<file path="src/rtl/updtmr_pkg.sv">
package updtmr_pkg;

  localparam int OFS_CTL = 'h00;
  localparam int OFS_IEN = 'h0C;
  localparam int OFS_STS = 'h10;
  localparam int OFS_EVG = 'h14;
  localparam int OFS_CNT = 'h24;
  localparam int OFS_PSC = 'h28;
  localparam int OFS_ARL = 'h2C;

  localparam int B_CEN = 0;
  localparam int B_SRC = 2;
  localparam int B_UIE = 0;
  localparam int B_UDE = 8;
  localparam int B_UIF = 0;
  localparam int B_FRC = 0;

  typedef struct packed {
    logic cen;
    logic src_wrap_only;
    logic uie;
    logic ude;
  } tmr_cfg_t;

endpackage

</file>
<file path="src/rtl/updtmr_regs.sv">
module updtmr_regs
  import updtmr_pkg::*;
#(
  parameter int DATA_W = 32,
  parameter int CNT_W  = 16,
  parameter int PSC_W  = 16,
  parameter int ADDR_W = 6
) (
  input  logic              clk,
  input  logic              rst,
  input  logic              bus_sel,
  input  logic              bus_wr,
  input  logic [ADDR_W-1:0] bus_addr,
  input  logic [DATA_W-1:0] bus_wdata,
  input  logic [CNT_W-1:0]  cnt_val,
  input  logic              uif,
  output tmr_cfg_t          cfg_q,
  output tmr_cfg_t          cfg_d,
  output logic [PSC_W-1:0]  psc_pend,
  output logic [CNT_W-1:0]  arl,
  output logic              force_upd,
  output logic              sts_clr,
  output logic [DATA_W-1:0] rdata
);

  logic wr_ctl, wr_ien, wr_sts, wr_evg, wr_psc, wr_arl, rd_req;
  logic [DATA_W-1:0] rd_val;
  logic unused_wdata;

  assign unused_wdata = ^bus_wdata;

  function automatic logic hit(input int ofs);
    return bus_sel && (bus_addr == ADDR_W'(ofs));
  endfunction

  assign wr_ctl = hit(OFS_CTL) && bus_wr;
  assign wr_ien = hit(OFS_IEN) && bus_wr;
  assign wr_sts = hit(OFS_STS) && bus_wr;
  assign wr_evg = hit(OFS_EVG) && bus_wr;
  assign wr_psc = hit(OFS_PSC) && bus_wr;
  assign wr_arl = hit(OFS_ARL) && bus_wr;
  assign rd_req = bus_sel && !bus_wr;

  assign force_upd = wr_evg && bus_wdata[B_FRC];
  assign sts_clr   = wr_sts && !bus_wdata[B_UIF];

  always_comb begin
    cfg_d = cfg_q;
    if (wr_ctl) begin
      cfg_d.cen           = bus_wdata[B_CEN];
      cfg_d.src_wrap_only = bus_wdata[B_SRC];
    end
    if (wr_ien) begin
      cfg_d.uie = bus_wdata[B_UIE];
      cfg_d.ude = bus_wdata[B_UDE];
    end
  end

  always_ff @(posedge clk) begin
    if (rst) begin
      cfg_q    <= '0;
      psc_pend <= '0;
      arl      <= '0;
    end else begin
      cfg_q <= cfg_d;
      if (wr_psc) psc_pend <= bus_wdata[PSC_W-1:0];
      if (wr_arl) arl      <= bus_wdata[CNT_W-1:0];
    end
  end

  always_comb begin
    rd_val = '0;
    if (bus_addr == ADDR_W'(OFS_CTL)) begin
      rd_val[B_CEN] = cfg_q.cen;
      rd_val[B_SRC] = cfg_q.src_wrap_only;
    end else if (bus_addr == ADDR_W'(OFS_IEN)) begin
      rd_val[B_UIE] = cfg_q.uie;
      rd_val[B_UDE] = cfg_q.ude;
    end else if (bus_addr == ADDR_W'(OFS_STS)) begin
      rd_val[B_UIF] = uif;
    end else if (bus_addr == ADDR_W'(OFS_CNT)) begin
      rd_val[CNT_W-1:0] = cnt_val;
      rd_val[DATA_W-1]  = uif;
    end else if (bus_addr == ADDR_W'(OFS_PSC)) begin
      rd_val[PSC_W-1:0] = psc_pend;
    end else if (bus_addr == ADDR_W'(OFS_ARL)) begin
      rd_val[CNT_W-1:0] = arl;
    end
  end

  always_ff @(posedge clk) begin
    if (rst)         rdata <= '0;
    else if (rd_req) rdata <= rd_val;
    else             rdata <= '0;
  end

endmodule

</file>
<file path="src/rtl/updtmr_presc.sv">
module updtmr_presc #(
  parameter int PSC_W = 16
) (
  input  logic             clk,
  input  logic             rst,
  input  logic             cen,
  input  logic             force_upd,
  input  logic             upd,
  input  logic [PSC_W-1:0] psc_pend,
  output logic [PSC_W-1:0] psc_act,
  output logic             tick
);

  logic [PSC_W-1:0] div_q;

  assign tick = cen && !force_upd && (div_q == psc_act);

  always_ff @(posedge clk) begin
    if (rst) begin
      div_q   <= '0;
      psc_act <= '0;
    end else begin
      if (force_upd)  div_q <= '0;
      else if (tick)  div_q <= '0;
      else if (cen)   div_q <= div_q + 1'b1;
      if (upd) psc_act <= psc_pend;
    end
  end

endmodule

</file>
<file path="src/rtl/updtmr_count.sv">
module updtmr_count #(
  parameter int CNT_W = 16
) (
  input  logic             clk,
  input  logic             rst,
  input  logic             tick,
  input  logic             force_upd,
  input  logic [CNT_W-1:0] arl,
  output logic [CNT_W-1:0] cnt,
  output logic             wrap,
  output logic             upd
);

  assign wrap = tick && (cnt == arl);
  assign upd  = wrap || force_upd;

  always_ff @(posedge clk) begin
    if (rst)            cnt <= '0;
    else if (force_upd) cnt <= '0;
    else if (wrap)      cnt <= '0;
    else if (tick)      cnt <= cnt + 1'b1;
  end

endmodule

</file>
<file path="src/rtl/updtmr_evt.sv">
module updtmr_evt (
  input  logic clk,
  input  logic rst,
  input  logic wrap,
  input  logic force_upd,
  input  logic src_wrap_only,
  input  logic uie_next,
  input  logic ude,
  input  logic sts_clr,
  output logic uif,
  output logic irq_o,
  output logic dma_o
);

  logic fire, uif_next;

  assign fire = wrap || (force_upd && !src_wrap_only);

  always_comb begin
    uif_next = uif;
    if (sts_clr) uif_next = 1'b0;
    if (fire)    uif_next = 1'b1;
  end

  always_ff @(posedge clk) begin
    if (rst) begin
      uif   <= 1'b0;
      irq_o <= 1'b0;
      dma_o <= 1'b0;
    end else begin
      uif   <= uif_next;
      irq_o <= uif_next && uie_next;
      dma_o <= fire && ude;
    end
  end

endmodule

</file>
<file path="src/rtl/updtmr.sv">
module updtmr
  import updtmr_pkg::*;
#(
  parameter int DATA_W = 32,
  parameter int CNT_W  = 16,
  parameter int PSC_W  = 16,
  parameter int ADDR_W = 6
) (
  input  logic              clk,
  input  logic              rst,
  input  logic              bus_sel,
  input  logic              bus_wr,
  input  logic [ADDR_W-1:0] bus_addr,
  input  logic [DATA_W-1:0] bus_wdata,
  output logic [DATA_W-1:0] bus_rdata,
  output logic              irq_o,
  output logic              dma_o
);

  tmr_cfg_t         cfg_q, cfg_d;
  logic [PSC_W-1:0] psc_pend, psc_act;
  logic [CNT_W-1:0] arl, cnt;
  logic             force_upd, sts_clr, tick, wrap, upd, uif;
  logic             cen_q, src_q, uie_q, ude_q;

  assign cen_q = cfg_q.cen;
  assign src_q = cfg_q.src_wrap_only;
  assign uie_q = cfg_q.uie;
  assign ude_q = cfg_q.ude;

  updtmr_regs #(.DATA_W(DATA_W), .CNT_W(CNT_W), .PSC_W(PSC_W), .ADDR_W(ADDR_W)) u_regs (
    .clk(clk), .rst(rst), .bus_sel(bus_sel), .bus_wr(bus_wr), .bus_addr(bus_addr),
    .bus_wdata(bus_wdata), .cnt_val(cnt), .uif(uif), .cfg_q(cfg_q), .cfg_d(cfg_d),
    .psc_pend(psc_pend), .arl(arl), .force_upd(force_upd), .sts_clr(sts_clr),
    .rdata(bus_rdata)
  );

  updtmr_presc #(.PSC_W(PSC_W)) u_presc (
    .clk(clk), .rst(rst), .cen(cen_q), .force_upd(force_upd), .upd(upd),
    .psc_pend(psc_pend), .psc_act(psc_act), .tick(tick)
  );

  updtmr_count #(.CNT_W(CNT_W)) u_count (
    .clk(clk), .rst(rst), .tick(tick), .force_upd(force_upd), .arl(arl),
    .cnt(cnt), .wrap(wrap), .upd(upd)
  );

  updtmr_evt u_evt (
    .clk(clk), .rst(rst), .wrap(wrap), .force_upd(force_upd),
    .src_wrap_only(src_q), .uie_next(cfg_d.uie), .ude(ude_q), .sts_clr(sts_clr),
    .uif(uif), .irq_o(irq_o), .dma_o(dma_o)
  );

endmodule

</file>
<file path="config.mk">
export PLATFORM = sky130hd
export DESIGN_NAME = updtmr
export DESIGN_NICKNAME = d
export VERILOG_FILES = /design/src/rtl/updtmr_pkg.sv /design/src/rtl/updtmr_regs.sv /design/src/rtl/updtmr_presc.sv /design/src/rtl/updtmr_count.sv /design/src/rtl/updtmr_evt.sv /design/src/rtl/updtmr.sv
export SDC_FILE = /design/constraint.sdc
export NUM_CORES = 1
export LEC_CHECK = 0
export CORE_MARGIN = 8
export CORE_UTILIZATION = 55
export CTS_BUF_LIST = sky130_fd_sc_hd__clkbuf_4 sky130_fd_sc_hd__clkbuf_8
export CTS_CLUSTER_SIZE = 10
export DETAILED_ROUTE_END_ITERATION = 8
export GPL_ROUTABILITY_DRIVEN = 1
export PLACE_DENSITY = 0.84
export SYNTH_ARGS = -nofsm -noshare
export SYNTH_HDL_FRONTEND = slang
export SYNTH_HIERARCHICAL = 1
export SYNTH_SLANG_ARGS = --single-unit
</file>
<file path="constraint.sdc">
create_clock -name clk -period 9.6 [get_ports clk]
set_input_delay 1.92 -clock clk [delete_from_list [all_inputs] [get_ports clk]]
set_output_delay 1.92 -clock clk [all_outputs]
set_load 0.01 [all_outputs]
</file>
==> reports/results.ini <==
[worst_setup_path]
cp_slowest_stage_delay_ns = 1.09
critPathRequiredTime_ns = 9.81
cpMaxStageDelayCell = clkdlybuf4s50_1
critPathBufInv = 1
reg2reg_slack_ns = 5.54
endpoint_kind = flip-flop
rr_startpoint = u_presc/div_q[10]
reg2regPathDepth = 9
worstSetupPathType = in2reg
cp_max_fo = 27
worstReg2RegEnd = u_presc/psc_act[9]
cp.arrival_ns = 7.03
path_cells = clkdlybuf4s50_1 > nor2b_1 > and4_1 > nand4b_1 > nor3_1 > nand2_1 > nor4_4 > or2_2 > mux2i_1 > nor2_1
crit_family = simple AND/OR/NAND/NOR gates
startpoint_type = input port

[timing]
max_freq_mhz = 147
max_slew_margin_pct = 29.4
setup_tns_ns = 0
holdWs_ns = 0.488
finalCritPeriodShare_pct = 71.0
final_hold_viol_count = 0
setup_viol = 0
rsz0062_at_grt = false
slew_viol_final = 0
finalCriticalPeriod_ns = 6.82
fin_worst_skew_ns = 0.0117
tightest_slew_ns = 1.05

[power]
pwr-share-seq_pct = 59.4
p_sw_uw = 176
pwr-share-comb_pct = 5.5
swShare_pct = 24.2
peakVddDrop_uv = 69.1
p_per_area_mw_per_mm2 = 131
p_int_uw = 551
clockPowerShare_pct = 35.0
p_leak_uw = 0.00204

[clock_network]
numCtsBuffers = 9
clk_pin_slew_ns = 0.10
cts_max_path_buffers = 2
post-cts-setup-buffers = 0
clock_latency_ns = 0.37
root_buffer = clkbuf_8
cts_tree = built
hold_buffers = 0
cts_sinks = 104
post_cts_resize_count = 0
cts.htree.levels = 3

[die]
die_width_um = 111
rows = 34
die-height_um = 111
die_area_mm2 = 0.0124
initial_core_util_pct = 57.1
num_io_pins = 76
fp.coreArea_mm2 = 0.00876

[drt]
vias_per_cell = 5.64
drc = 0
wl_per_cell_um = 16.7
final_antenna_net_count = 0
first_pass_iters = 6
drt_iter0_drc = 212
drt_wl_total_mm = 11.1
vias = 3744

[final_layout]
num_antenna_cells = 0
drive_above_1_share_pct = 8.09
areaGrowthSynthToFinish_pct = 11.3
nets = 595

[yosys]
syn_area_mm2 = 0.00500
yosysWarnings = 6
synthCells = 527
syn-mean-instance-area_um2 = 9.49

[run]
max_cap_violations = 0

[global_routing]
grt_pass1_wl_mm = 18.6
grt_max_degree = 76
grt_pass1_vias = 3804
gr-total-overflow = 0
antenna_found_initial = 0
track_usage_pct = 17.8

[min_path]
min_from = u_evt/uif
whs_path_depth = 2
hold_end = u_regs/rdata[31]
hold_path.class = reg2reg

[placement]
dp_hpwl_mm = 8.13
portBuffers = 44
gp_congestion = 0.909

[outcome]
status = finished clean

## flip-flops by register name, indices dropped and copies added (netlist names), 4 cells and up
signal / count
u_regs/rdata: 17
u_count/cnt: 16
u_regs/cfg_q: 4
u_regs/arl: 16
u_presc/psc_act: 16
u_presc/div_q: 16
u_regs/psc_pend: 16
## power groups by stage
stage | registers, uW | logic, uW | clock network, uW
floorplan | 442 | 28.7 | 0
global placement | 442 | 38.5 | 0
detailed placement | 442 | 39.5 | 0
CTS | 432 | 39.7 | 258
global route | 432 | 43.4 | 276
finish | 432 | 40.3 | 254
## worst reg2reg max path, delay by kind of cell, from the launching register on
kind	cells	cell delay, ns
xor gates and xnor gates	1	0.14
DFF	1	0.43
muxes	1	0.24
and+or+nand+nor	7	3.11
## area by class of cell
type                    instances  area, um2
repair buffers                 46        450
fillers                       718       3200
well taps                     108        135
flip-flops and latches        104       2080
clock buffers                  10        138
multi-input cells             386       2700
inverters                       4       15.0
clock inverters                 6       45.0
## placed cells by master (no fill, tap or decap), drive strengths merged, types with 12 or more instances in the layout
master           n
dfxtp          104
nor2            58
mux2i           56
nand2b          55
clkdlybuf4s50   43
xor2            33
xnor2           30
nor3            25
nand2           20
mux2            15
conb            15
a22oi           13
nand4           12
## routing by layer
layer,vias up,share of wire (%),global-route usage (%),routed length (um)
met5,-,0,0,0
met4,0,2.0,7.56,218
met3,18,5.3,3.92,592
met2,117,48,28.7,5330
met1,1793,45,22.3,4980
li1,1816,-,-,-
## metrics by stage
step                area [um2]  total power, uW  setup WS (ns)  cells  util [%]
global route              5560              752           2.43    664      63.5
global placement          5380              481           2.70    648      61.4
CTS                       5560              730           2.89    664      63.5
floorplan                 5050              471           4.85    541         -
detailed placement        5380              482           2.54    648      61.4
finish                    5560              727           2.78    664      63.5
## how the worst max path moves through the flow
stage,from,to,depth (start not counted)
6_report,bus_addr[3],u_presc/psc_act[9],10
5_1_grt,bus_addr[3],u_presc/psc_act[10],10
4_1_cts,bus_addr[3],u_presc/psc_act[4],10
3_5_place_dp,bus_addr[3],u_presc/psc_act[4],10
3_3_place_gp,bus_addr[3],u_presc/psc_act[8],10
2_1_floorplan,bus_addr[2],u_presc/psc_act[0],13
No activity file was read; power rests on OpenSTA's default activity.
